### src/rtl/exec_seq_pkg.sv
// Package: shared types for the execution phase sequencer.
// Assumes: nothing beyond IEEE 1800-2017.
package exec_seq_pkg;
    typedef enum logic [2:0] {
        ST_IDLE  = 3'd0,
        ST_RUN   = 3'd1,
        ST_WAIT  = 3'd2,
        ST_FLUSH = 3'd3,
        ST_FETCH = 3'd4
    } seq_state_e;
endpackage

### src/rtl/phase_counter.sv
// Module: phase counter. Steps 0..N-1 while advance is high, holds at the
// last phase, and returns to 0 on clear.
// Assumes: clear and advance are never high together.
module phase_counter #(
    parameter int N = 16,
    parameter int W = 4
) (
    input  logic         clk,
    input  logic         rst_n,
    input  logic         clear,
    input  logic         advance,
    output logic [W-1:0] phase,
    output logic         at_last
);
    localparam logic [W-1:0] LAST = W'(N - 1);

    // Flags the final phase of the instruction.
    always_comb at_last = (phase == LAST);

    // Phase register: reset, clear, or step toward the last phase.
    always_ff @(posedge clk) begin
        if (!rst_n)                  phase <= '0;
        else if (clear)              phase <= '0;
        else if (advance && !at_last) phase <= phase + W'(1);
    end
endmodule

### src/rtl/group_decoder.sv
// Module: decodes the phase index into load/compute/store group enables.
// Assumes: groups are contiguous in the order load, compute, store.
module group_decoder #(
    parameter int LOAD_N  = 4,
    parameter int COMP_N  = 8,
    parameter int STORE_N = 4,
    parameter int W       = 4
) (
    input  logic [W-1:0] phase,
    input  logic         active,
    output logic         load_en,
    output logic         compute_en,
    output logic         store_en
);
    localparam int LOAD_END  = LOAD_N;
    localparam int COMP_END  = LOAD_N + COMP_N;
    localparam int STORE_END = LOAD_N + COMP_N + STORE_N;

    int p;

    // Range compare on the widened phase value; gated by the running state.
    always_comb begin
        p          = int'(phase);
        load_en    = active && (p < LOAD_END);
        compute_en = active && (p >= LOAD_END) && (p < COMP_END);
        store_en   = active && (p >= COMP_END) && (p < STORE_END);
    end
endmodule

### src/rtl/seq_ctrl.sv
// Module: control state machine. Idle -> run -> (wait) -> flush -> fetch.
// Assumes: at_last and in_store come from the counter and decoder of the
// same instance; write_done only counts during the store group or wait.
module seq_ctrl
    import exec_seq_pkg::*;
(
    input  logic       clk,
    input  logic       rst_n,
    input  logic       instr_ready,
    input  logic       write_done,
    input  logic       at_last,
    input  logic       in_store,
    output seq_state_e state_q
);
    seq_state_e state_d;
    logic       done_seen;

    // Next-state selection.
    always_comb begin
        state_d = state_q;
        case (state_q)
            ST_IDLE:  if (instr_ready) state_d = ST_RUN;
            ST_RUN:   if (at_last)
                          state_d = (write_done || done_seen) ? ST_FLUSH : ST_WAIT;
            ST_WAIT:  if (write_done) state_d = ST_FLUSH;
            ST_FLUSH: state_d = ST_FETCH;
            ST_FETCH: state_d = ST_IDLE;
            default:  state_d = ST_IDLE;
        endcase
    end

    // State register.
    always_ff @(posedge clk) begin
        if (!rst_n) state_q <= ST_IDLE;
        else        state_q <= state_d;
    end

    // Remembers a write completion seen during the store group.
    always_ff @(posedge clk) begin
        if (!rst_n)                    done_seen <= 1'b0;
        else if (state_q != ST_RUN)    done_seen <= 1'b0;
        else if (in_store && write_done) done_seen <= 1'b1;
    end
endmodule

### src/rtl/exec_phase_seq.sv
// Module: top of the sixteen-phase execution sequencer.
// Assumes: instr_ready is a strobe from the decoder; write_done comes from
// the memory side and may arrive during the store group or afterwards.
module exec_phase_seq
    import exec_seq_pkg::*;
#(
    parameter int LOAD_N  = 4,
    parameter int COMP_N  = 8,
    parameter int STORE_N = 4
) (
    input  logic clk,
    input  logic rst_n,
    input  logic instr_ready,
    input  logic write_done,
    output logic [$clog2(LOAD_N+COMP_N+STORE_N)-1:0] phase,
    output logic load_en,
    output logic compute_en,
    output logic store_en,
    output logic flush,
    output logic fetch_req
);
    localparam int TOTAL   = LOAD_N + COMP_N + STORE_N;
    localparam int PHASE_W = $clog2(TOTAL);

    seq_state_e state_q;
    logic       at_last;
    logic       running;
    logic       hold;

    // Decodes the control state into counter controls and pulses.
    always_comb begin
        running   = (state_q == ST_RUN);
        hold      = running || (state_q == ST_WAIT);
        flush     = (state_q == ST_FLUSH);
        fetch_req = (state_q == ST_FETCH);
    end

    phase_counter #(.N(TOTAL), .W(PHASE_W)) u_ctr (
        .clk     (clk),
        .rst_n   (rst_n),
        .clear   (!hold),
        .advance (running),
        .phase   (phase),
        .at_last (at_last)
    );

    group_decoder #(.LOAD_N(LOAD_N), .COMP_N(COMP_N), .STORE_N(STORE_N), .W(PHASE_W)) u_dec (
        .phase      (phase),
        .active     (running),
        .load_en    (load_en),
        .compute_en (compute_en),
        .store_en   (store_en)
    );

    seq_ctrl u_ctrl (
        .clk         (clk),
        .rst_n       (rst_n),
        .instr_ready (instr_ready),
        .write_done  (write_done),
        .at_last     (at_last),
        .in_store    (store_en),
        .state_q     (state_q)
    );
endmodule

### config.mk
export PLATFORM = sky130hd
export DESIGN_NAME = exec_phase_seq
export DESIGN_NICKNAME = d
export VERILOG_FILES = /design/src/rtl/exec_seq_pkg.sv /design/src/rtl/phase_counter.sv /design/src/rtl/group_decoder.sv /design/src/rtl/seq_ctrl.sv /design/src/rtl/exec_phase_seq.sv
export SDC_FILE = /design/constraint.sdc
export NUM_CORES = 1
export LEC_CHECK = 0
export BUFFER_PORTS_ARGS = -buffer_cell sky130_fd_sc_hd__buf_2
export CAP_MARGIN = 20
export CORE_AREA = 4 4 41 43
export CTS_BUF_LIST = sky130_fd_sc_hd__clkbuf_16
export DETAILED_ROUTE_END_ITERATION = 8
export DIE_AREA = 0 0 45 47
export GPL_ROUTABILITY_DRIVEN = 0
export HOLD_SLACK_MARGIN = 0.12
export SKIP_LAST_GASP = 1
export SYNTH_ARGS = -nofsm -noshare
export SYNTH_HDL_FRONTEND = slang
export SYNTH_SLANG_ARGS = --single-unit
export TNS_END_PERCENT = 5
### constraint.sdc
create_clock -name clk -period 1.3 [get_ports clk]
set_input_delay 0.195 -clock clk [delete_from_list [all_inputs] [get_ports clk]]
set_output_delay 0.195 -clock clk [all_outputs]
set_load 0.01 [all_outputs]
# Yosys cells after proc, flatten, opt, wreduce, memory -nomap -nowiden
# Cells that the tools add are included.
[word_totals]
ff_bits = 8
input_bits = 4
[classes]
n_addsub = 1
magnitude_cmp = 4
n_eq_ne = 9
muxes = 5
bitwise_logic = 1
reduce_logical = 13
[op_table]
columns = ["operator", "n"]
rows = [
  ["$pmux W3 S4", 1],
  ["$mux W3", 3],
  ["$eq A3 B2 Y1 const B", 2],
  ["$logic_and A1 B1 Y1", 6],
  ["$ne A2 B2 Y1 const B", 3],
  ["$add A4 B1 Y4 const B", 1],
  ["$eq A4 B4 Y1 const B", 1],
  ["$ge A4 B3 Y1 const B", 1],
  ["$ge A4 B4 Y1 const B", 1],
  ["$lt A4 B3 Y1 const B", 1],
  ["$lt A4 B4 Y1 const B", 1],
  ["$eq A3 B1 Y1 const B", 1],
  ["$eq A3 B3 Y1 const B", 1],
  ["$logic_not A3 Y1", 1],
  ["$ne A3 B1 Y1 const B", 1],
  ["$reduce_and A3 Y1", 1],
  ["$logic_or A1 B1 Y1", 2],
  ["$reduce_and A2 Y1", 1],
  ["$reduce_or A2 Y1", 1],
  ["$logic_not A1 Y1", 1],
  ["$mux W1", 1],
  ["$not A1 Y1", 1],
]

# Longest topological paths before layout
[depth]
word_depth = 4
depth_mapped = 5
depth_no_buf = 4

# Cells and area by module
# A second synthesis with hierarchy kept.
[unflattened]
hier_cells = 47
hier_area_um2 = 440.4
[by_module_without_submodules]
columns = ["mod", "n_inst", "cells_each", "area_each_um2"]
rows = [
  ["phase_counter", 1, 22, 197.7],
  ["seq_ctrl", 1, 16, 172.7],
  ["exec_phase_seq", 1, 5, 40.0],
  ["group_decoder", 1, 4, 30.0],
]

# Least setup slack after synthesis
# No wires, ideal clock.
[synth_path]
path_kind = "register to register"
from = "register u_ctrl.state_q[0]"
to = "register u_ctr.phase[2]"
t_arrival_ns = 1.339
setup_slack_ns = -0.109
stages_incl_launch_ff = 5
cell_sequence = "dfxtp_1 or3b_4 buf_6 or3_1 a21oi_1"
[synth_between]
elab_chain_len = 3
elab_cells_between_ends = 5
classes_between = "eq/ne: 2; reduce/logical: 3"
[synth_rtl]
columns = ["element", "line", "text"]
rows = [
  ["from (decl)", "seq_ctrl.sv:13", "output seq_state_e state_q"],
  ["from (signal assigned)", "seq_ctrl.sv:35", "else state_q <= state_d;"],
  ["$eq A3 B1 Y1 or $eq A3 B2 Y1 (tied branches)", "exec_phase_seq.sv:32, exec_phase_seq.sv:33", ""],
  ["$logic_or A1 B1 Y1", "exec_phase_seq.sv:33", "hold = running || (state_q == ST_WAIT);"],
  ["$reduce_and A2 Y1 (no line)", "--", ""],
  ["to (signal assigned)", "phase_counter.sv:24", "else if (advance && !at_last) phase <= phase + W'(1);"],
  ["to (decl)", "phase_counter.sv:12", "output logic [W-1:0] phase,"],
]
# Several ways; a longest one is shown, not always the timed one.
# A chain may end at the register's enable or synchronous reset.

# Worst setup path in the final report
[layout_path]
from = "register u_ctrl.state_q[1]"
to = "register u_ctr.phase[1]"
# Same word-level chain as after synthesis.

==> run summary <==
Netlist cell types: 26
grt ovf: 0
# IOs: 13
Setup Viol. Count Final: 7
DIE WIDTH: 45 um
Core Rows: 13
leading cell type in the layout, fill and taps excluded: buf_2
register bit total from synthesis: 8
Initial DRT Pass Iterations: 4
MaxCap Viol Count: 0
Slew HR: 84.49%
fin util: 52.88%
fmax: 698.4 MHz
multi-input logic area: 271.5 sq um
Core Area: 1301 sq um
port buffer count: 12
fin crit share: 110.1%
root buffer cell: clkbuf_16
pin count of the biggest net entering global routing: 9
most area-hungry cell type in the Yosys netlist: dfxtp_1
RSZ-0062 raised after global routing: yes
DR iter-0 viols: 4
TritonCTS Buffers: 3
CTS Buffer Depth: 2
worst-margin pin slew: 0.2302 ns
number of diodes: 0
Initial Utilization: 33.94%
top area cells in the synthesized netlist: dfxtp_1, a21oi_1, o21ai_0
Die Footprint: 2115 sq um
vias: 452
Synth top area share: 36.26%
power density over the cells: 1225 nW/um^2
hold_buf cts: 0
clock sinks: 8
pre-CTS setup slack: -0.01546 ns
Post-Synthesis Cells: 54
Hold Crit Class: input port to flop
minimum clock period after layout: 1.432 ns
clk slew on worst S/H paths: 0.04 ns
Post-DP HPWL: 727.1 um
first-pass GRT wire length: 1538 um
crit start category: flop
crit path DAT: 1.55 ns
H-Tree Depth: 1
status: finished, violations left
total design power: 0.8427 mW
antenna violations before repair: 0
antenna-violating nets left: 0
CP endpoint kind: flop
Final Hold Fails: 0
CP cell instances: or3b_4 -> buf_6 -> buf_4 -> o21ai_0 -> a21oi_2
dpl cell area: 580.6 sq um
TNS Setup: -0.7684 ns
Final nets: 84
Leak: 0.3102 nW
clk_lat worst skew: 0.23 ns
critical path class: flop to flop
Finished Cell Area: 688.2 sq um
CTS tree: yes
crit-path max FO: 6
Layout area overhead: 55.81%
synth warn: 0
worst setup margin: -0.1319 ns
CP peak stage delay: 0.44 ns
vias per cell: 4.913
skew final: 0.002670 ns
worst vdd ir: 0.6722 mV
Seq/Total Area, Yosys: 36.26%
layout cell share with drive strength beyond 1: 48.05%
WL final: 997 um
Avg WL per Cell: 10.84 um
Slew Limit Fails: 0
Post-Syn Area per Cell: 8.179 sq um
syn_nets: 59
Die Ht: 47 um
mapped cell area: 441.7 sq um
Worst path slowest cell: or3b_4
vias in the first global route: 359
Req. time, crit path: 1.42 ns
drt drc: 0
register area: 165.2 sq um
# fillers: 123
failing checks: setup timing
commonest cells after routing, fill and taps aside: buf_2, buf_4
GRT Util Overall: 10.91%
==> where the power goes <==
group | internal [mW] | switching [mW] | total [mW]
clock network | 0.396 | 0.119 | 0.516
registers | 0.251 | 0.00156 | 0.253
logic | 0.0402 | 0.0337 | 0.0739
==> synth_stat cells (all sizes together) <==
cell type	number
inv	1
buf	1
o21bai	1
mux2i	1
clkbuf	3
nor2	5
dfxtp	8
o31ai	2
or3b	2
nand3	1
nor3	1
a21boi	1
xnor2	1
o211a	1
a21oi	5
a31oi	1
or3	3
nand2b	1
nor2b	3
and2b	1
o21ai	4
ha	1
nor3b	2
nand2	3
and3	1
==> registers in the layout, indices dropped and copies added, names as in the netlist <==
signal            count
u_ctr.phase           4
u_ctrl.done_seen      1
u_ctrl.state_q        3
==> routing by layer <==
metal  GRT usage, %  wire, um  up-vias
met5              0         0        -
met4          12.28        40        0
met3          3.831        58        5
met2          13.56       403        9
met1          13.44       495      200
li1               -         -      238
==> cell type report <==
| class | count | area share, % |
|---|---|---|
| multi-input cells | 41 | 39.45 |
| inverters | 1 | 0.5455 |
| repair buffers | 24 | 22.36 |
| well taps | 15 | 2.727 |
| flip-flops and latches | 8 | 24.00 |
| clock buffers | 3 | 10.91 |
==> per-stage QoR <==
stage | cells | hold WS (ns)
after detailed placement | 87 | 0.4739
final | 92 | 0.2348
after CTS | 92 | 0.2350
after floorplan | 54 | 0.3210
after global routing | 92 | 0.2522
after global placement | 87 | 0.4645
==> cells by family (layout without fill, tap and decap cells) <==
logic type      count (synthesis)  after routing  synth area share (%)
simple gates                   23             23                 30.03
mux                             1              1                 2.266
fa+ha+maj                       1              1                 2.832
flops                           8              8                 36.26
buf+inv                         5             28                 5.948
xor+xnor                        1              1                 1.983
compound gates                 15             15                 20.68
==> worst paths after layout <==
check,to,slack [ns],startpoint,depth (start not counted)
max,u_ctr.phase[1],-0.13,u_ctrl.state_q[1],5
min reg2reg,u_ctrl.done_seen,0.53,u_ctrl.done_seen,2
min,u_ctrl.state_q[0],0.23,rst_n,2
max reg2reg,u_ctr.phase[1],-0.13,u_ctrl.state_q[1],5
==> what timing repair did <==
item / 4_1_cts / 5_1_grt
endpoints found under the hold margin: 0 / 0
pin swaps: 3 / 1
endpoints found under the setup margin: 6 / 8
gates resized for setup: 2 / 3
buffers inserted: 2 / 0
==> critical path: cells and delay by family, from the launching register on <==
| family | cells | cell delay [ns] |
|---|---|---|
| buffers and inverters | 2 | 0.27 |
| and+or+nand+nor | 1 | 0.44 |
| DFF | 1 | 0.31 |
| AOI/OAI and AO/OA | 2 | 0.30 |
(Power assumes the default switching activity.)
